File: src/rtl/fp_rot_stack_pkg.sv
package fp_rot_stack_pkg;

    localparam int unsigned FPS_DEPTH = 8;
    localparam int unsigned FPS_WIDTH = 80;

    typedef enum logic [1:0] {
        PTR_HOLD = 2'd0,
        PTR_DEC  = 2'd1,
        PTR_INC  = 2'd2,
        PTR_LOAD = 2'd3
    } ptr_op_e;

    function automatic ptr_op_e decode_ptr_op(input logic push, input logic pop, input logic load);
        if (load)               return PTR_LOAD;
        else if (push && !pop)  return PTR_DEC;
        else if (pop && !push)  return PTR_INC;
        else                    return PTR_HOLD;
    endfunction

endpackage

File: src/rtl/fps_ptr_ctrl.sv
module fps_ptr_ctrl
    import fp_rot_stack_pkg::*;
#(
    parameter int unsigned PW = 3
) (
    input  logic          clk,
    input  logic          rst,
    input  logic          push,
    input  logic          pop,
    input  logic          load,
    input  logic [PW-1:0] load_val,
    output logic [PW-1:0] ptr,
    output logic [PW-1:0] wr_base
);

    ptr_op_e       op;
    logic [PW-1:0] ptr_q;
    logic [PW-1:0] ptr_d;

    always_comb begin
        op = decode_ptr_op(push, pop, load);
        unique case (op)
            PTR_LOAD: ptr_d = load_val;
            PTR_DEC:  ptr_d = ptr_q - PW'(1);
            PTR_INC:  ptr_d = ptr_q + PW'(1);
            default:  ptr_d = ptr_q;
        endcase
        wr_base = (op == PTR_DEC) ? ptr_q - PW'(1) : ptr_q;
    end

    always_ff @(posedge clk) begin
        if (rst) ptr_q <= '0;
        else     ptr_q <= ptr_d;
    end

    assign ptr = ptr_q;


    ptr_load_chk: assert property (@(posedge clk) disable iff (rst)
        load |=> ptr_q == $past(load_val));


    ptr_push_chk: assert property (@(posedge clk) disable iff (rst)
        (push && !pop && !load) |=> ptr_q == PW'($past(ptr_q) - PW'(1)));


    ptr_pop_chk: assert property (@(posedge clk) disable iff (rst)
        (pop && !push && !load) |=> ptr_q == PW'($past(ptr_q) + PW'(1)));


    ptr_hold_chk: assert property (@(posedge clk) disable iff (rst)
        (!load && (push == pop)) |=> $stable(ptr_q));

endmodule

File: src/rtl/fps_addr_xlate.sv
module fps_addr_xlate #(
    parameter int unsigned PW = 3
) (
    input  logic [PW-1:0] base,
    input  logic [PW-1:0] depth,
    output logic [PW-1:0] phys
);
    // Entry count is a power of two, so truncation gives the modulo.
    assign phys = base + depth;
endmodule

File: src/rtl/fps_regfile.sv
module fps_regfile #(
    parameter int unsigned DEPTH = 8,
    parameter int unsigned WIDTH = 80,
    localparam int unsigned PW   = $clog2(DEPTH)
) (
    input  logic             clk,
    input  logic             rst,
    input  logic [PW-1:0]    a_rd_addr,
    output logic [WIDTH-1:0] a_rd_data,
    input  logic [PW-1:0]    b_rd_addr,
    output logic [WIDTH-1:0] b_rd_data,
    input  logic             lo_wr_en,
    input  logic [PW-1:0]    lo_wr_addr,
    input  logic [WIDTH-1:0] lo_wr_data,
    input  logic             hi_wr_en,
    input  logic [PW-1:0]    hi_wr_addr,
    input  logic [WIDTH-1:0] hi_wr_data
);

    logic [WIDTH-1:0] mem [DEPTH];

    for (genvar g = 0; g < DEPTH; g++) begin : g_entry
        logic hit_hi;
        logic hit_lo;
        assign hit_hi = hi_wr_en && (hi_wr_addr == PW'(g));
        assign hit_lo = lo_wr_en && (lo_wr_addr == PW'(g));

        always_ff @(posedge clk) begin
            if (rst)         mem[g] <= '0;
            else if (hit_hi) mem[g] <= hi_wr_data;
            else if (hit_lo) mem[g] <= lo_wr_data;
        end
    end

    assign a_rd_data = mem[a_rd_addr];
    assign b_rd_data = mem[b_rd_addr];


    wr_collide_chk: assert property (@(posedge clk) disable iff (rst)
        (hi_wr_en && lo_wr_en && hi_wr_addr == lo_wr_addr)
        |=> mem[$past(hi_wr_addr)] == $past(hi_wr_data));


    hi_write_chk: assert property (@(posedge clk) disable iff (rst)
        hi_wr_en |=> mem[$past(hi_wr_addr)] == $past(hi_wr_data));


    lo_write_chk: assert property (@(posedge clk) disable iff (rst)
        (lo_wr_en && !(hi_wr_en && hi_wr_addr == lo_wr_addr))
        |=> mem[$past(lo_wr_addr)] == $past(lo_wr_data));

endmodule

File: src/rtl/fp_rot_stack.sv
module fp_rot_stack
    import fp_rot_stack_pkg::*;
#(
    parameter int unsigned DEPTH = FPS_DEPTH,
    parameter int unsigned WIDTH = FPS_WIDTH,
    localparam int unsigned PW   = $clog2(DEPTH)
) (
    input  logic             clk,
    input  logic             rst,
    input  logic             push,
    input  logic             pop,
    input  logic             tos_load,
    input  logic [PW-1:0]    tos_load_val,
    output logic [PW-1:0]    tos,
    input  logic [PW-1:0]    st_rd_idx,
    output logic [WIDTH-1:0] st_rd_data,
    input  logic             st_wr_en,
    input  logic [PW-1:0]    st_wr_idx,
    input  logic [WIDTH-1:0] st_wr_data,
    input  logic [PW-1:0]    ph_rd_idx,
    output logic [WIDTH-1:0] ph_rd_data,
    input  logic             ph_wr_en,
    input  logic [PW-1:0]    ph_wr_idx,
    input  logic [WIDTH-1:0] ph_wr_data
);

    logic [PW-1:0] ptr;
    logic [PW-1:0] wr_base;
    logic [PW-1:0] st_rd_phys;
    logic [PW-1:0] st_wr_phys;

    fps_ptr_ctrl #(.PW(PW)) u_ptr (
        .clk      (clk),
        .rst      (rst),
        .push     (push),
        .pop      (pop),
        .load     (tos_load),
        .load_val (tos_load_val),
        .ptr      (ptr),
        .wr_base  (wr_base)
    );

    fps_addr_xlate #(.PW(PW)) u_rd_xlate (
        .base  (ptr),
        .depth (st_rd_idx),
        .phys  (st_rd_phys)
    );

    fps_addr_xlate #(.PW(PW)) u_wr_xlate (
        .base  (wr_base),
        .depth (st_wr_idx),
        .phys  (st_wr_phys)
    );

    fps_regfile #(.DEPTH(DEPTH), .WIDTH(WIDTH)) u_rf (
        .clk        (clk),
        .rst        (rst),
        .a_rd_addr  (st_rd_phys),
        .a_rd_data  (st_rd_data),
        .b_rd_addr  (ph_rd_idx),
        .b_rd_data  (ph_rd_data),
        .lo_wr_en   (st_wr_en),
        .lo_wr_addr (st_wr_phys),
        .lo_wr_data (st_wr_data),
        .hi_wr_en   (ph_wr_en),
        .hi_wr_addr (ph_wr_idx),
        .hi_wr_data (ph_wr_data)
    );

    assign tos = ptr;


    rd_depth0_chk: assert property (@(posedge clk) disable iff (rst)
        (st_rd_idx == ph_rd_idx - tos) |-> st_rd_data == ph_rd_data);

endmodule

File: config.mk
export PLATFORM = sky130hd
export DESIGN_NAME = fp_rot_stack
export DESIGN_NICKNAME = d
export VERILOG_FILES = /design/src/rtl/fp_rot_stack_pkg.sv /design/src/rtl/fps_ptr_ctrl.sv /design/src/rtl/fps_addr_xlate.sv /design/src/rtl/fps_regfile.sv /design/src/rtl/fp_rot_stack.sv
export SDC_FILE = /design/constraint.sdc
export NUM_CORES = 2
export LEC_CHECK = 0
export BUFFER_PORTS_ARGS = -buffer_cell sky130_fd_sc_hd__buf_2
export CAP_MARGIN = 20
export CORE_MARGIN = 2
export CORE_UTILIZATION = 65
export DETAILED_ROUTE_END_ITERATION = 12
export PLACE_DENSITY_LB_ADDON = 0.25
export SYNTH_ARGS = -nofsm -noshare
export SYNTH_HDL_FRONTEND = slang
export SYNTH_SLANG_ARGS = --single-unit
File: constraint.sdc
create_clock -name clk -period 16.76 [get_ports clk]
set_input_delay 5.028 -clock clk [delete_from_list [all_inputs] [get_ports clk]]
set_output_delay 5.028 -clock clk [all_outputs]
set_load 0.005 [all_outputs]
==> reports/summary.json <==
{
  "clock_tree": {
    "cts-root-buf": "sky130_fd_sc_hd__clkbuf_16",
    "cts_hold_buf": 0,
    "cts_resized": 0,
    "htree_num_levels": 3,
    "tritoncts.num_buffers": 70,
    "clockBufferDepth": 3,
    "cts.reportedPaths.clkPinSlew_ps": 60,
    "cts_post_setup_buffers_inserted": 0,
    "cts.sink_count": 643,
    "cts_tree": "yes",
    "clock_insertion_delay_at_the_later_pin_of_the_skew_report_ps": 610
  },
  "yosys": {
    "synth_area_per_cell_sq_um": 15.09,
    "postSynth.asyncResetShare": 0,
    "mappedNetlistArea_sq_um": 37110,
    "postSynth.topFlopCell": "sky130_fd_sc_hd__edfxtp_1",
    "ys_warn_count": 0,
    "number_of_distinct_library_cells_after_synthesis": 47,
    "synth.net_count": 2648,
    "flip_flop_and_latch_count_after_synthesis": 643,
    "yosysSeqAreaShare": 0.5195,
    "synthesis.instances": 2460,
    "count_of_flip_flops_with_a_built_in_enable_after_synthesis": 640
  },
  "grt": {
    "initial_antenna_violation_count": 48,
    "global_route_wire_length_before_repair_um": 178900,
    "pin_count_of_the_biggest_net_entering_global_routing": 129,
    "grt_overflow_total": 0,
    "gr-usage-all-layers": 0.4107,
    "first_global_vias": 28140
  },
  "final_layout": {
    "nFillCells": 3636,
    "area.growth.synth_to_final_pct": 9.939,
    "multi_input_area_sq_um": 16100,
    "final_util": 0.7236,
    "seq_area_sq_um": 19280,
    "post_route_cells_drive_above_1_share": 0.3537,
    "finalNetCount": 2768
  },
  "timing": {
    "period_utilization_post_route": 0.8347,
    "worst_slew_margin_rel": 0.2577,
    "setup_ws_ps": 2770,
    "rsz0062_at_grt": "false",
    "max_clock_freq_mhz": 71.48,
    "final-setup-viol-count": 0,
    "final.min_clock_period_ps": 13990,
    "clock-skew-final_ps": 18.01,
    "setup_total_negative_slack_ps": 0,
    "worst_slew_pin_slew_ps": 1113,
    "holdWs_ps": 676.1,
    "final_hold_viol_count": 0,
    "slew_violations": 0
  },
  "critical_path": {
    "critical_path_class": "in -> out",
    "critical_path_required_ps": 11730,
    "timing.critical_path.arrival_ps": 8960,
    "crit_path_end_kind": "primary output",
    "setup.worst_path.start_class": "input port",
    "timing.critical_path.fanout_max": 50
  },
  "min_path": {
    "hold_path_class": "reg -> reg"
  },
  "drt": {
    "routed-via-count": 27930,
    "drc_viols": 0,
    "dr.pass1.iters": 9,
    "post_drt_wl_per_cell_um": 35.85,
    "first_iter_violations": 4061,
    "finalWirelength_um": 122800,
    "routed_via_density": 8.153,
    "ant_nets": 0
  },
  "flow_run": {
    "cap_viol_max_count": 0
  },
  "power_and_ir_drop": {
    "power.density_nw_per_um2": 111.9,
    "power_frac_clock": 0.318,
    "max_vdd_drop_v": 0.00009345,
    "sw_frac": 0.2897,
    "seq_power_share": 0.446,
    "switchingPower_w": 0.001323,
    "cellLeakagePower_nw": 13.90,
    "p_comb_frac": 0.236,
    "cellInternalPower_w": 0.003243,
    "power.total_w": 0.004566
  },
  "placed_design": {
    "dpl_worst_slack_ps": 2797,
    "port_buffers": 344,
    "rd_place_congestion": 0.8786,
    "hpwlAfterDp_um": 65090
  },
  "floorplanning": {
    "die_area_sq_um": 59020,
    "num_io_pins": 345,
    "initial_core_util": 0.6582,
    "rows": 87,
    "die_w_um": 243.0,
    "core_region_area_sq_um": 56390,
    "die_h_um": 243.0
  },
  "outcome": {
    "status": "finished, final reports clean"
  }
}
==> worst max-delay path: stages <==
cell                      delay (ps)
sky130_fd_sc_hd__buf_2           110
sky130_fd_sc_hd__ha_4            150
sky130_fd_sc_hd__fa_4           1030
sky130_fd_sc_hd__buf_4           620
sky130_fd_sc_hd__buf_4           780
sky130_fd_sc_hd__mux4_2          610
sky130_fd_sc_hd__o22ai_1         140
sky130_fd_sc_hd__a31oi_1         130
sky130_fd_sc_hd__buf_2           230
==> area by class of cell <==
type | instances | area share
Inverter | 6 | 0.0005520
Multi-Input combinational cell | 1454 | 0.3946
Clock inverter | 33 | 0.005274
Antenna cell | 41 | 0.002515
Tap cell | 756 | 0.02318
Sequential cell | 643 | 0.4725
Clock buffer | 88 | 0.04615
Timing Repair Buffer | 405 | 0.05523
==> through the flow <==
stage / area [sq um] / instances
2_1_floorplan: 37110 / 2460
6_report: 40800 / 3426
3_3_place_gp: 38570 / 3263
4_1_cts: 40670 / 3384
5_1_grt: 40770 / 3414
3_5_place_dp: 38570 / 3263
==> cell usage in the layout, fill, tap and decap left out, types with 41 or more instances in the layout <==
master,netlist,layout
sky130_fd_sc_hd__nand2_1,89,85
sky130_fd_sc_hd__buf_4,9,58
sky130_fd_sc_hd__a31oi_1,78,78
sky130_fd_sc_hd__mux4_2,237,237
sky130_fd_sc_hd__a32o_1,160,160
sky130_fd_sc_hd__buf_2,32,340
sky130_fd_sc_hd__edfxtp_1,640,640
sky130_fd_sc_hd__mux2_2,163,163
sky130_fd_sc_hd__o2bb2ai_1,475,475
sky130_fd_sc_hd__mux2i_1,81,81
sky130_fd_sc_hd__diode_2,0,41
sky130_fd_sc_hd__clkbuf_16,0,73
sky130_fd_sc_hd__o22ai_1,78,78
==> kinds of logic (layout without fill, tap and decap cells) <==
| family | after synthesis | in the layout | synth area share |
|---|---|---|---|
| other cells | 0 | 41 | 0 |
| flops | 643 | 643 | 0.5195 |
| buf+inv | 363 | 532 | 0.05165 |
| mux | 481 | 481 | 0.2151 |
| fa+ha+maj | 6 | 6 | 0.002427 |
| simple gates | 131 | 131 | 0.01797 |
| xor+xnor | 9 | 9 | 0.004046 |
| compound gates | 827 | 827 | 0.1893 |
==> sequential cells by signal, indices dropped and copies added (netlist names) <==
name,cells
u_rf.mem,640
u_ptr.ptr,3
==> synth_stat cells, types with 4 or more instances <==
library cell                instances  area, sq um
sky130_fd_sc_hd__buf_2             32        160.2
sky130_fd_sc_hd__mux2i_1           81        810.8
sky130_fd_sc_hd__ha_1               4        50.05
sky130_fd_sc_hd__nand2b_1           5        31.28
sky130_fd_sc_hd__mux4_2           237         5338
sky130_fd_sc_hd__o2bb2ai_1        475         4160
sky130_fd_sc_hd__o2bb2ai_2          5        75.07
sky130_fd_sc_hd__nor2b_1            5        31.28
sky130_fd_sc_hd__inv_1              6        22.52
sky130_fd_sc_hd__o21ai_0            8        40.04
sky130_fd_sc_hd__xnor2_1            4        35.03
sky130_fd_sc_hd__o22ai_1           78        488.0
sky130_fd_sc_hd__a32o_1           160         1602
sky130_fd_sc_hd__buf_1             94        352.8
sky130_fd_sc_hd__nor2_1            10        37.54
sky130_fd_sc_hd__nand2_1           89        334.1
sky130_fd_sc_hd__buf_6             64        720.7
sky130_fd_sc_hd__edfxtp_1         640        19220
sky130_fd_sc_hd__nand3_1            4        20.02
sky130_fd_sc_hd__mux2_2           163         1836
sky130_fd_sc_hd__buf_4              9        67.56
sky130_fd_sc_hd__o21bai_1           6        45.04
sky130_fd_sc_hd__a31oi_1           78        488.0
sky130_fd_sc_hd__clkbuf_1         158        593.1
sky130_fd_sc_hd__nor3_4             8        130.1
==> metal layers <==
layer / share of wire / wire length [um] / GRT usage / vias to the layer above
li1: - / - / - / 10900
met1: 0.33 / 39920 / 0.5168 / 13830
met2: 0.47 / 57970 / 0.6380 / 2682
met3: 0.15 / 18730 / 0.1291 / 499
met4: 0.049 / 6062 / 0.2277 / 18
met5: 0.0010 / 126 / 0 / -
==> final timing paths <==
path / start / endpoint / slack [ps] / depth (start not counted)
worst max register to register: u_ptr.ptr[0] / u_rf.mem[5][0] / 11860 / 10
worst min-delay path: u_ptr.ptr[2] / u_ptr.ptr[2] / 680 / 2
worst min register to register: u_ptr.ptr[2] / u_ptr.ptr[2] / 680 / 2
worst max-delay path: st_rd_idx[0] / st_rd_data[26] / 2770 / 9
==> power by group through the flow <==
stage | sequential, W | clock (W) | combinational [W]
6_report | 0.00204 | 0.00145 | 0.00108
3_5_place_dp | 0.00206 | 0 | 0.00104
3_3_place_gp | 0.00205 | 0 | 0.00102
4_1_cts | 0.00203 | 0.00145 | 0.00105
2_1_floorplan | 0.00204 | 0 | 0.000700
5_1_grt | 0.00205 | 0.00151 | 0.00112
Note: power is estimated with default switching activity, not from simulation.
